### src/rtl/mac_irq_pkg.sv
package mac_irq_pkg;
  localparam int REG_W = 32;

  // MSB-first bit numbers
  localparam int B_HBERR   = 0;
  localparam int B_BABR    = 1;
  localparam int B_BABT    = 2;
  localparam int B_GSTOP   = 3;
  localparam int B_TXFRM   = 4;
  localparam int B_MGMT    = 8;
  localparam int B_LATECOL = 10;
  localparam int B_RTYLIM  = 11;
  localparam int B_TXUNDER = 12;
  localparam int B_TXFERR  = 13;
  localparam int B_RXFERR  = 14;

  function automatic int idx(input int n);
    return REG_W - 1 - n;
  endfunction

  function automatic logic [REG_W-1:0] impl_mask();
    logic [REG_W-1:0] m;
    m = '0;
    m[idx(B_HBERR)]   = 1'b1;
    m[idx(B_BABR)]    = 1'b1;
    m[idx(B_BABT)]    = 1'b1;
    m[idx(B_GSTOP)]   = 1'b1;
    m[idx(B_TXFRM)]   = 1'b1;
    m[idx(B_MGMT)]    = 1'b1;
    m[idx(B_LATECOL)] = 1'b1;
    m[idx(B_RTYLIM)]  = 1'b1;
    m[idx(B_TXUNDER)] = 1'b1;
    m[idx(B_TXFERR)]  = 1'b1;
    m[idx(B_RXFERR)]  = 1'b1;
    return m;
  endfunction

  localparam logic [REG_W-1:0] IMPL = impl_mask();
endpackage

### src/rtl/irq_event_bank.sv
module irq_event_bank #(
  parameter int W = 32,
  parameter logic [W-1:0] IMPL = '1
) (
  input  logic         clk,
  input  logic         rst,
  input  logic [W-1:0] set_i,
  input  logic         clr_en_i,
  input  logic [W-1:0] clr_data_i,
  output logic [W-1:0] ev_o
);
  logic [W-1:0] ev_q;

  for (genvar i = 0; i < W; i++) begin : g_bit
    if (IMPL[i]) begin : g_impl
      always_ff @(posedge clk) begin
        if (rst) ev_q[i] <= 1'b0;
        else if (set_i[i]) ev_q[i] <= 1'b1;
        else if (clr_en_i && clr_data_i[i]) ev_q[i] <= 1'b0;
      end
    end else begin : g_rsvd
      assign ev_q[i] = 1'b0;
    end
  end

  assign ev_o = ev_q;


  set_wins_chk: assert property (@(posedge clk) disable iff (rst)
    (|set_i) |=> ((ev_q & $past(set_i & IMPL)) == $past(set_i & IMPL)));


  w1c_chk: assert property (@(posedge clk) disable iff (rst)
    clr_en_i |=> ((ev_q & $past(clr_data_i & ~set_i)) == '0));


  hold_chk: assert property (@(posedge clk) disable iff (rst)
    (!clr_en_i && set_i == '0) |=> $stable(ev_q));
endmodule

### src/rtl/irq_mask_combiner.sv
module irq_mask_combiner #(
  parameter int W = 32,
  parameter logic [W-1:0] IMPL = '1
) (
  input  logic         clk,
  input  logic         rst,
  input  logic         wr_en_i,
  input  logic [W-1:0] wr_data_i,
  input  logic [W-1:0] ev_i,
  output logic [W-1:0] mask_o,
  output logic         irq_o
);
  logic [W-1:0] mask_q;
  logic         irq_q;

  always_ff @(posedge clk) begin
    if (rst) begin
      mask_q <= '0;
      irq_q  <= 1'b0;
    end else begin
      if (wr_en_i) mask_q <= wr_data_i & IMPL;
      irq_q <= |(ev_i & mask_q);
    end
  end

  assign mask_o = mask_q;
  assign irq_o  = irq_q;


  irq_idle_chk: assert property (@(posedge clk) disable iff (rst)
    ((ev_i & mask_q) == '0) |=> !irq_q);


  mask_rsvd_chk: assert property (@(posedge clk) disable iff (rst)
    wr_en_i |=> ((mask_q & ~IMPL) == '0));
endmodule

### src/rtl/mac_enable_ctrl.sv
module mac_enable_ctrl (
  input  logic clk,
  input  logic rst,
  input  logic halt_i,
  input  logic wr_en_i,
  input  logic wr_val_i,
  output logic en_o
);
  logic en_q;

  always_ff @(posedge clk) begin
    if (rst) en_q <= 1'b0;
    else if (halt_i) en_q <= 1'b0;
    else if (wr_en_i) en_q <= wr_val_i;
  end

  assign en_o = en_q;


  fifo_halt_chk: assert property (@(posedge clk) disable iff (rst)
    halt_i |=> !en_q);


  en_write_chk: assert property (@(posedge clk) disable iff (rst)
    (wr_en_i && !halt_i) |=> (en_q == $past(wr_val_i)));
endmodule

### src/rtl/hb_supervisor.sv
module hb_supervisor #(
  parameter int HB_WINDOW = 32,
  localparam int CW = $clog2(HB_WINDOW + 1)
) (
  input  logic clk,
  input  logic rst,
  input  logic chk_en_i,
  input  logic tx_end_i,
  input  logic col_i,
  output logic miss_o
);
  logic [CW-1:0] cnt_q;
  logic          active;

  assign active = (cnt_q != '0);
  assign miss_o = chk_en_i && active && !col_i && (cnt_q == CW'(1));

  always_ff @(posedge clk) begin
    if (rst) cnt_q <= '0;
    else if (!chk_en_i) cnt_q <= '0;
    else if (tx_end_i) cnt_q <= CW'(HB_WINDOW);
    else if (active) begin
      if (col_i) cnt_q <= '0;
      else cnt_q <= cnt_q - CW'(1);
    end
  end


  hb_arm_chk: assert property (@(posedge clk) disable iff (rst)
    (chk_en_i && tx_end_i) |=> (cnt_q == CW'(HB_WINDOW)));


  hb_col_chk: assert property (@(posedge clk) disable iff (rst)
    (active && col_i && !tx_end_i) |=> (cnt_q == '0));
endmodule

### src/rtl/mac_irq_event_reg.sv
module mac_irq_event_reg
  import mac_irq_pkg::*;
#(
  parameter int HB_WINDOW = 32
) (
  input  logic             clk,
  input  logic             rst,
  input  logic             babr_rx_i,
  input  logic             babt_tx_i,
  input  logic             gstop_done_i,
  input  logic             tx_frame_i,
  input  logic             mgmt_done_i,
  input  logic             late_col_i,
  input  logic             retry_lim_i,
  input  logic             tx_underrun_i,
  input  logic             tx_fifo_err_i,
  input  logic             rx_fifo_err_i,
  input  logic             hb_chk_en_i,
  input  logic             tx_end_i,
  input  logic             col_i,
  input  logic             wr_en_i,
  input  logic             wr_sel_i,
  input  logic [REG_W-1:0] wr_data_i,
  input  logic             en_wr_i,
  input  logic             en_val_i,
  output logic [REG_W-1:0] evt_o,
  output logic [REG_W-1:0] mask_o,
  output logic             irq_o,
  output logic             mac_en_o
);
  logic             hb_miss;
  logic [REG_W-1:0] set_vec;
  logic             fifo_halt;

  hb_supervisor #(.HB_WINDOW(HB_WINDOW)) u_hb (
    .clk(clk), .rst(rst), .chk_en_i(hb_chk_en_i),
    .tx_end_i(tx_end_i), .col_i(col_i), .miss_o(hb_miss)
  );

  always_comb begin
    set_vec = '0;
    set_vec[idx(B_HBERR)]   = hb_miss;
    set_vec[idx(B_BABR)]    = babr_rx_i;
    set_vec[idx(B_BABT)]    = babt_tx_i;
    set_vec[idx(B_GSTOP)]   = gstop_done_i;
    set_vec[idx(B_TXFRM)]   = tx_frame_i;
    set_vec[idx(B_MGMT)]    = mgmt_done_i;
    set_vec[idx(B_LATECOL)] = late_col_i;
    set_vec[idx(B_RTYLIM)]  = retry_lim_i;
    set_vec[idx(B_TXUNDER)] = tx_underrun_i;
    set_vec[idx(B_TXFERR)]  = tx_fifo_err_i;
    set_vec[idx(B_RXFERR)]  = rx_fifo_err_i;
  end

  assign fifo_halt = tx_fifo_err_i | rx_fifo_err_i;

  irq_event_bank #(.W(REG_W), .IMPL(IMPL)) u_bank (
    .clk(clk), .rst(rst), .set_i(set_vec),
    .clr_en_i(wr_en_i && !wr_sel_i), .clr_data_i(wr_data_i), .ev_o(evt_o)
  );

  irq_mask_combiner #(.W(REG_W), .IMPL(IMPL)) u_comb (
    .clk(clk), .rst(rst), .wr_en_i(wr_en_i && wr_sel_i),
    .wr_data_i(wr_data_i), .ev_i(evt_o), .mask_o(mask_o), .irq_o(irq_o)
  );

  mac_enable_ctrl u_en (
    .clk(clk), .rst(rst), .halt_i(fifo_halt),
    .wr_en_i(en_wr_i), .wr_val_i(en_val_i), .en_o(mac_en_o)
  );


  halt_flag_chk: assert property (@(posedge clk) disable iff (rst)
    (mac_en_o && !$past(mac_en_o)) |-> !$past(fifo_halt));


  irq_src_chk: assert property (@(posedge clk) disable iff (rst)
    $rose(irq_o) |-> ($past(evt_o & mask_o) != '0));


  evt_rsvd_chk: assert property (@(posedge clk) disable iff (rst)
    ((evt_o & ~IMPL) == '0));
endmodule

### config.mk
export PLATFORM = sky130hd
export DESIGN_NAME = mac_irq_event_reg
export DESIGN_NICKNAME = d
export VERILOG_FILES = /design/src/rtl/mac_irq_pkg.sv /design/src/rtl/irq_event_bank.sv /design/src/rtl/irq_mask_combiner.sv /design/src/rtl/mac_enable_ctrl.sv /design/src/rtl/hb_supervisor.sv /design/src/rtl/mac_irq_event_reg.sv
export SDC_FILE = /design/constraint.sdc
export NUM_CORES = 1
export LEC_CHECK = 0
export BUFFER_PORTS_ARGS = -buffer_cell sky130_fd_sc_hd__buf_4
export CORE_MARGIN = 8
export CORE_UTILIZATION = 39
export DETAILED_ROUTE_END_ITERATION = 10
export PLACE_DENSITY = 0.79
export SYNTH_ARGS = -nofsm -noshare
export SYNTH_HDL_FRONTEND = slang
export SYNTH_SLANG_ARGS = --single-unit
### constraint.sdc
create_clock -name clk -period 1.76 [get_ports clk]
set_clock_uncertainty 0.15 [all_clocks]
set_input_delay 0.352 -clock clk [delete_from_list [all_inputs] [get_ports clk]]
set_output_delay 0.352 -clock clk [all_outputs]
set_load 0.05 [all_outputs]
==> results of run 1 <==
==> layout make-up <==
| type | instances | area [µm²] |
|---|---|---|
| fillers | 368 | 1797 |
| multi-input cells | 150 | 725.7 |
| flip-flops and latches | 30 | 600.6 |
| repair buffers | 55 | 412.9 |
| clock buffers | 6 | 82.58 |
| well taps | 48 | 60.06 |
| clock inverters | 1 | 30.03 |
| inverters | 2 | 7.507 |
==> flip-flops by register name (all words and copies together) (netlist names) <==
signal	flops
u_comb.irq_o	1
u_comb.mask_o	11
u_hb.cnt_q	6
u_en.en_o	1
u_bank.ev_o	11
==> layer usage <==
layer / global-route usage, % / part of all wire, %
met5: 0 / 0
met4: 5.556 / 1.1
met3: 5.581 / 12
met2: 18.81 / 48
met1: 11.84 / 39
==> worst paths after layout <==
path | startpoint | cells past startpoint | slack, ns | end
worst max-delay path | u_hb.cnt_q[0]$_SDFFE_PP0P_ | 6 | 0.34 | u_hb.cnt_q[5]$_SDFFE_PP0P_
worst min-delay path | rx_fifo_err_i | 2 | 0.10 | u_en.en_o$_SDFFE_PP0P_
worst max register to register | u_hb.cnt_q[0]$_SDFFE_PP0P_ | 6 | 0.34 | u_hb.cnt_q[5]$_SDFFE_PP0P_
worst min register to register | u_comb.mask_o[23]$_SDFFE_PP0P_ | 2 | 0.33 | u_comb.mask_o[23]$_SDFFE_PP0P_
==> layout by cell type (no fill, tap or decap), drive strengths merged <==
cell    count
a221oi      1
and2        1
conb       42
a222oi      1
xnor2       1
nand2b      1
or3b        1
a32oi       1
buf        55
inv         2
nand2      36
nor4        1
nor2       21
ha          3
bufinv      1
xor2        1
o21ai       1
mux2i       3
dfxtp      30
a22o        1
a21oi      24
and3        2
nand3       2
o31ai       1
a22oi       2
nor2b       2
clkbuf      6
a31oi       1
==> power groups by stage <==
stage | Sequential (mW) | Combinational [mW] | Clock (mW)
6_report | 0.737 | 0.500 | 0.684
5_1_grt | 0.740 | 0.526 | 0.740
4_1_cts | 0.737 | 0.500 | 0.708
3_5_place_dp | 0.751 | 0.500 | 0
3_3_place_gp | 0.751 | 0.496 | 0
2_1_floorplan | 0.854 | 0.344 | 0
==> cells by family after synthesis <==
group | after synthesis | synth area share [%]
compound gates | 33 | 12.71
xor+xnor | 2 | 1.148
fa+ha+maj | 3 | 2.459
buf+inv | 50 | 23.20
flops | 30 | 39.34
mux | 3 | 1.967
other cells | 1 | 0.2457
simple gates | 67 | 18.94
==> per-stage QoR <==
step,total power [mW],instances
floorplan,1.198,230
global placement,1.247,285
detailed placement,1.251,285
CTS,1.944,292
global route,2.007,292
finish,1.921,292
==> critical path: cells and delay by family, from the launching register on <==
family / cells / cell delay, ns
flops: 1 / 0.39
compound gates: 2 / 0.22
fa+ha+maj: 1 / 0.23
buf+inv: 1 / 0.11
simple gates: 2 / 0.26
==> metrics, run 1 <==
run status complete, no violations; final hold slack 0.1036 ns; Cell variety after synth 33; most frequent cell after synthesis buf_4; sw power 0.6405 mW; Nets 298; sw frac 33.34%; register area share after synthesis 39.34%; f_max 0.7043 GHz; Layout area overhead 25.74%; combinational share of power 26.1%; I/O pins 117; global route overflow 0; hold-fix buffers at CTS 0; worst-path maximum fanout 5; number of vias in the routed layout 1253; Num CTS Buffers 5; EDFF count, synth 0; Clock Pin Slew Worst Setup and Hold Paths around 0.060 ns; Fin. Hold Viols 0; Layout Utilization approximately half; drc violations 0; Tot GR Track Use 11.39%; PortBufs 53; CP required 1.81 ns; share of cells above drive strength 1 27.46%; endpoint type of the worst setup path flop; CP startpoint kind flop; ANT cells 0; Detailed Place HPWL approximately 3000 µm; max_cap viols 0; yosys synthesis warning count 0; Slew Viols, Final 0; Pre-antenna DRT Iters 4; # rows 22; Worst EP arrival about 1.5 ns; Initial Util 41.08%; Mapped Avg Cell Area 8.077 µm²; CORE AREA 0.003716 mm²; clock latency on the worst-skew pair ~0.27 ns; Die X 78.56 µm; area share of the largest cell type after synthesis 39.34%; H-tree Lvls 2; Slowest-stage cell, CP dfxtp_1; min Tclk post-route 1.420 ns; TritonCTS clock tree built; wire length per cell 12.69 µm; Resize count post-CTS 0; Clock Sinks 30; largest net degree at the start of global routing 26; final setup fails 0; Die ar. 0.006172 mm²; TNS Setup 0 ns; Lkg Pwr just over 0.9 nW; Vias/cell around 4.3; CP Cell Sequence inv_1 > ha_1 > nor2_1 > and3_1 > a31oi_1 > a21oi_1; RSZ-0062 raised after global routing false; first-iteration detailed-routing DRC count 67; synthesized area 0.001526 mm²; hold crit path type primary input to flop; first-pass GRT wire length around 5700 µm; clock root cell clkbuf_8; Post-Place Cell Area around 0.0018 mm²; Sequential Power Share 38.4%; min setup slack post-route 0.3402 ns; Final Cycle Share 80.67%; initial antenna violation count 0; Setup Buffers After CTS 0; clock buffer depth 2; Post-synth ARST share 0%; post-route design area between 0.0015 and 0.002 mm²; Final GP Congestion 0.7513; main flop type after synthesis dfxtp_1; DRT Wirelength 3706 µm; PwrDens 1001 mW/mm²; top cells by area, synth dfxtp_1 (39%), buf_4 (21%), nand2_1 (8.6%), a21oi_1 (7.5%), nor2_1 (4.9%); peak supply drop 579.2 µV; top cells by count, synth buf_4 (42), nand2_1 (35), dfxtp_1 (30); Yosys reg bits 30; post-synthesis cell count 189; pre-CTS WS roughly 0.35 ns; Pint 1.280 mW; Yosys top cell by area dfxtp_1; power share of the clock group a little over a third; vias in the first global route 1239; CP Class flop to flop; Slowest Stage Delay on Critical Path ~0.39 ns; post-route ant nets 0; die height 78.56 µm
(Power assumes the default switching activity.)
==> run 2, diff against run 1 <==
==> constraint.sdc (replaced) <==
create_clock -name clk -period 1.4 [get_ports clk]
set_clock_uncertainty 0.15 [all_clocks]
set_input_delay 0.28 -clock clk [delete_from_list [all_inputs] [get_ports clk]]
set_output_delay 0.28 -clock clk [all_outputs]
set_load 0.05 [all_outputs]
==> run 2 against run 1 <==
Sequential cell count is the same. Sequential power rose by 26%. Global-route usage increased by 0.51 points. Non-clock buffer count increased by 4. Critical endpoint is now evt_o[19]. Largest cell class unchanged.
==> metrics, run 2 (synthesis results as in run 1) <==
total power 2.435 mW (was 1.921 mW); worst-path maximum fanout 3 (was 5); Detailed Place HPWL 3089 µm (was 2998 µm); # rows 22 (unchanged); DRT Wirelength 3782 µm (was 3706 µm); Final Cycle Share 93.10%; clock latency on the worst-skew pair 0.27 ns (about the same); number of vias in the routed layout 1311 (was 1253); commonest non-fill, non-tap cell in the layout buf_4 (unchanged); PortBufs 53 (unchanged); CP bufs+invs 1 (unchanged); post-route design area 0.001954 mm² (was 0.001919 mm²); ANT cells 0 (unchanged); TNS Setup 0 ns (unchanged); Fin. Hold Viols 0 (unchanged); H-tree Lvls 2 (unchanged); hold crit path type primary input to flop (unchanged); vias in the first global route 1318 (was 1239); Layout area overhead 28.03% (was 25.74%); hold-fix buffers at CTS 0 (unchanged); Num CTS Buffers 5 (unchanged); Clock Pin Slew Worst Setup and Hold Paths 0.06 ns (about the same); Worst EP arrival 0.87 ns (was 1.47 ns); max_cap viols 0 (unchanged); TritonCTS clock tree built (unchanged); min Tclk post-route 1.303 ns; CP required 0.97 ns (was 1.81 ns); run status complete, no violations (unchanged); Nets 302 (was 298); CP startpoint kind flop (unchanged); die height 78.56 µm (unchanged); final setup fails 0 (unchanged); most frequent cells in the layout buf_4 (59), conb_1 (42), nand2_1 (35), dfxtp_1 (26), a21oi_1 (23) (was buf_4 (55), conb_1 (42), nand2_1 (35), dfxtp_1 (30), a21oi_1 (23)); Slowest-stage cell, CP dfxtp_1 (unchanged); wire length per cell 12.78 µm (was 12.69 µm); RSZ-0062 raised after global routing false (unchanged); Slew Viols, Final 0 (unchanged); first-pass GRT wire length 6009 µm (was 5658 µm); Vias/cell 4.429 (was 4.291); Slowest Stage Delay on Critical Path 0.38 ns (was 0.39 ns); PwrDens 1246 mW/mm² (was 1001 mW/mm²); Post-Place Cell Area 0.001841 mm² (was 0.001807 mm²); clock buffer depth 2 (unchanged); Pre-antenna DRT Iters 4 (unchanged); Tot GR Track Use 11.90% (was 11.39%); largest net degree at the start of global routing 26 (unchanged); Clock Sinks 30 (unchanged); pre-CTS WS 0.07831 ns (was 0.3464 ns); global route overflow 0 (unchanged); Worst path top cell family by delay flip-flops (unchanged); final hold slack 0.02790 ns (was 0.1036 ns); Die ar. 0.006172 mm² (unchanged); CP Class flop to primary output (was flop to flop); CORE AREA 0.003716 mm² (unchanged); first-iteration detailed-routing DRC count 56 (was 67); f_max between 0.7 and 0.8 GHz; initial antenna violation count 0 (unchanged); endpoint type of the worst setup path primary output (was flop); clock root cell clkbuf_8 (unchanged); min setup slack post-route 0.09665 ns (was 0.3402 ns); Die X 78.56 µm (unchanged); post-route ant nets 0 (unchanged); I/O pins 117 (unchanged); CP Cell Sequence buf_4 (was inv_1 > ha_1 > nor2_1 > and3_1 > a31oi_1 > a21oi_1); share of cells above drive strength 1 30.24% (was 27.46%); Final GP Congestion 0.7846 (was 0.7513); Initial Util 41.08% (unchanged); Lkg Pwr 0.9540 nW (was 0.9336 nW); peak supply drop 652.9 µV (was 579.2 µV); drc violations 0 (unchanged)
[run 2: worst paths after layout]
| check | start | end | slack (ns) | depth (start not counted) |
|---|---|---|---|---|
| min | rx_fifo_err_i | u_en.en_o$_SDFFE_PP0P_ | 0.03 | 2 |
| max reg2reg | u_hb.cnt_q[1]$_SDFFE_PP0P_ | u_bank.ev_o[31]$_SDFFE_PP0P_ | 0.1 | 6 |
| min reg2reg | u_comb.mask_o[17]$_SDFFE_PP0P_ | u_comb.mask_o[17]$_SDFFE_PP0P_ | 0.32 | 2 |
| max | u_bank.ev_o[19]$_SDFFE_PP0P_ | evt_o[19] | 0.1 | 1 |
[run 2: stage by stage]
step                      utilization, %  cells
after CTS                          52.56    296
after floorplan                        -    230
after detailed placement           49.53    289
after global routing               52.59    296
final                              52.59    296
after global placement             49.53    289
[run 2: area by class of cell]
cell class | count | area, µm²
clock buffer | 6 | 82.58
clock inverter | 1 | 30.03
fill | 373 | 1762
inverter | 2 | 7.507
multi-input combinational | 150 | 725.7
sequential | 30 | 605.6
tap | 48 | 60.06
timing repair buffer | 59 | 442.9
[run 2: repair_timing]
action	in CTS	in global routing
setup endpoints to repair	0	1
buffers inserted	0	0
gates resized for setup	0	1
[run 2: metal layers]
metal  global-route usage (%)  wire length [µm]  up-vias
li1                         -                 -      649
met2                    20.55              1895       56
met4                    6.111                61        0
met3                    3.986               349        5
met1                    12.62              1475      601
met5                        0                 0        -
[run 2: where the power goes]
part | internal, mW | leakage [nW] | switching [mW]
Clock | 0.568 | 0.0573 | 0.305
Combinational | 0.148 | 0.649 | 0.486
Sequential | 0.897 | 0.248 | 0.0309
Total | 1.61 | 0.954 | 0.821
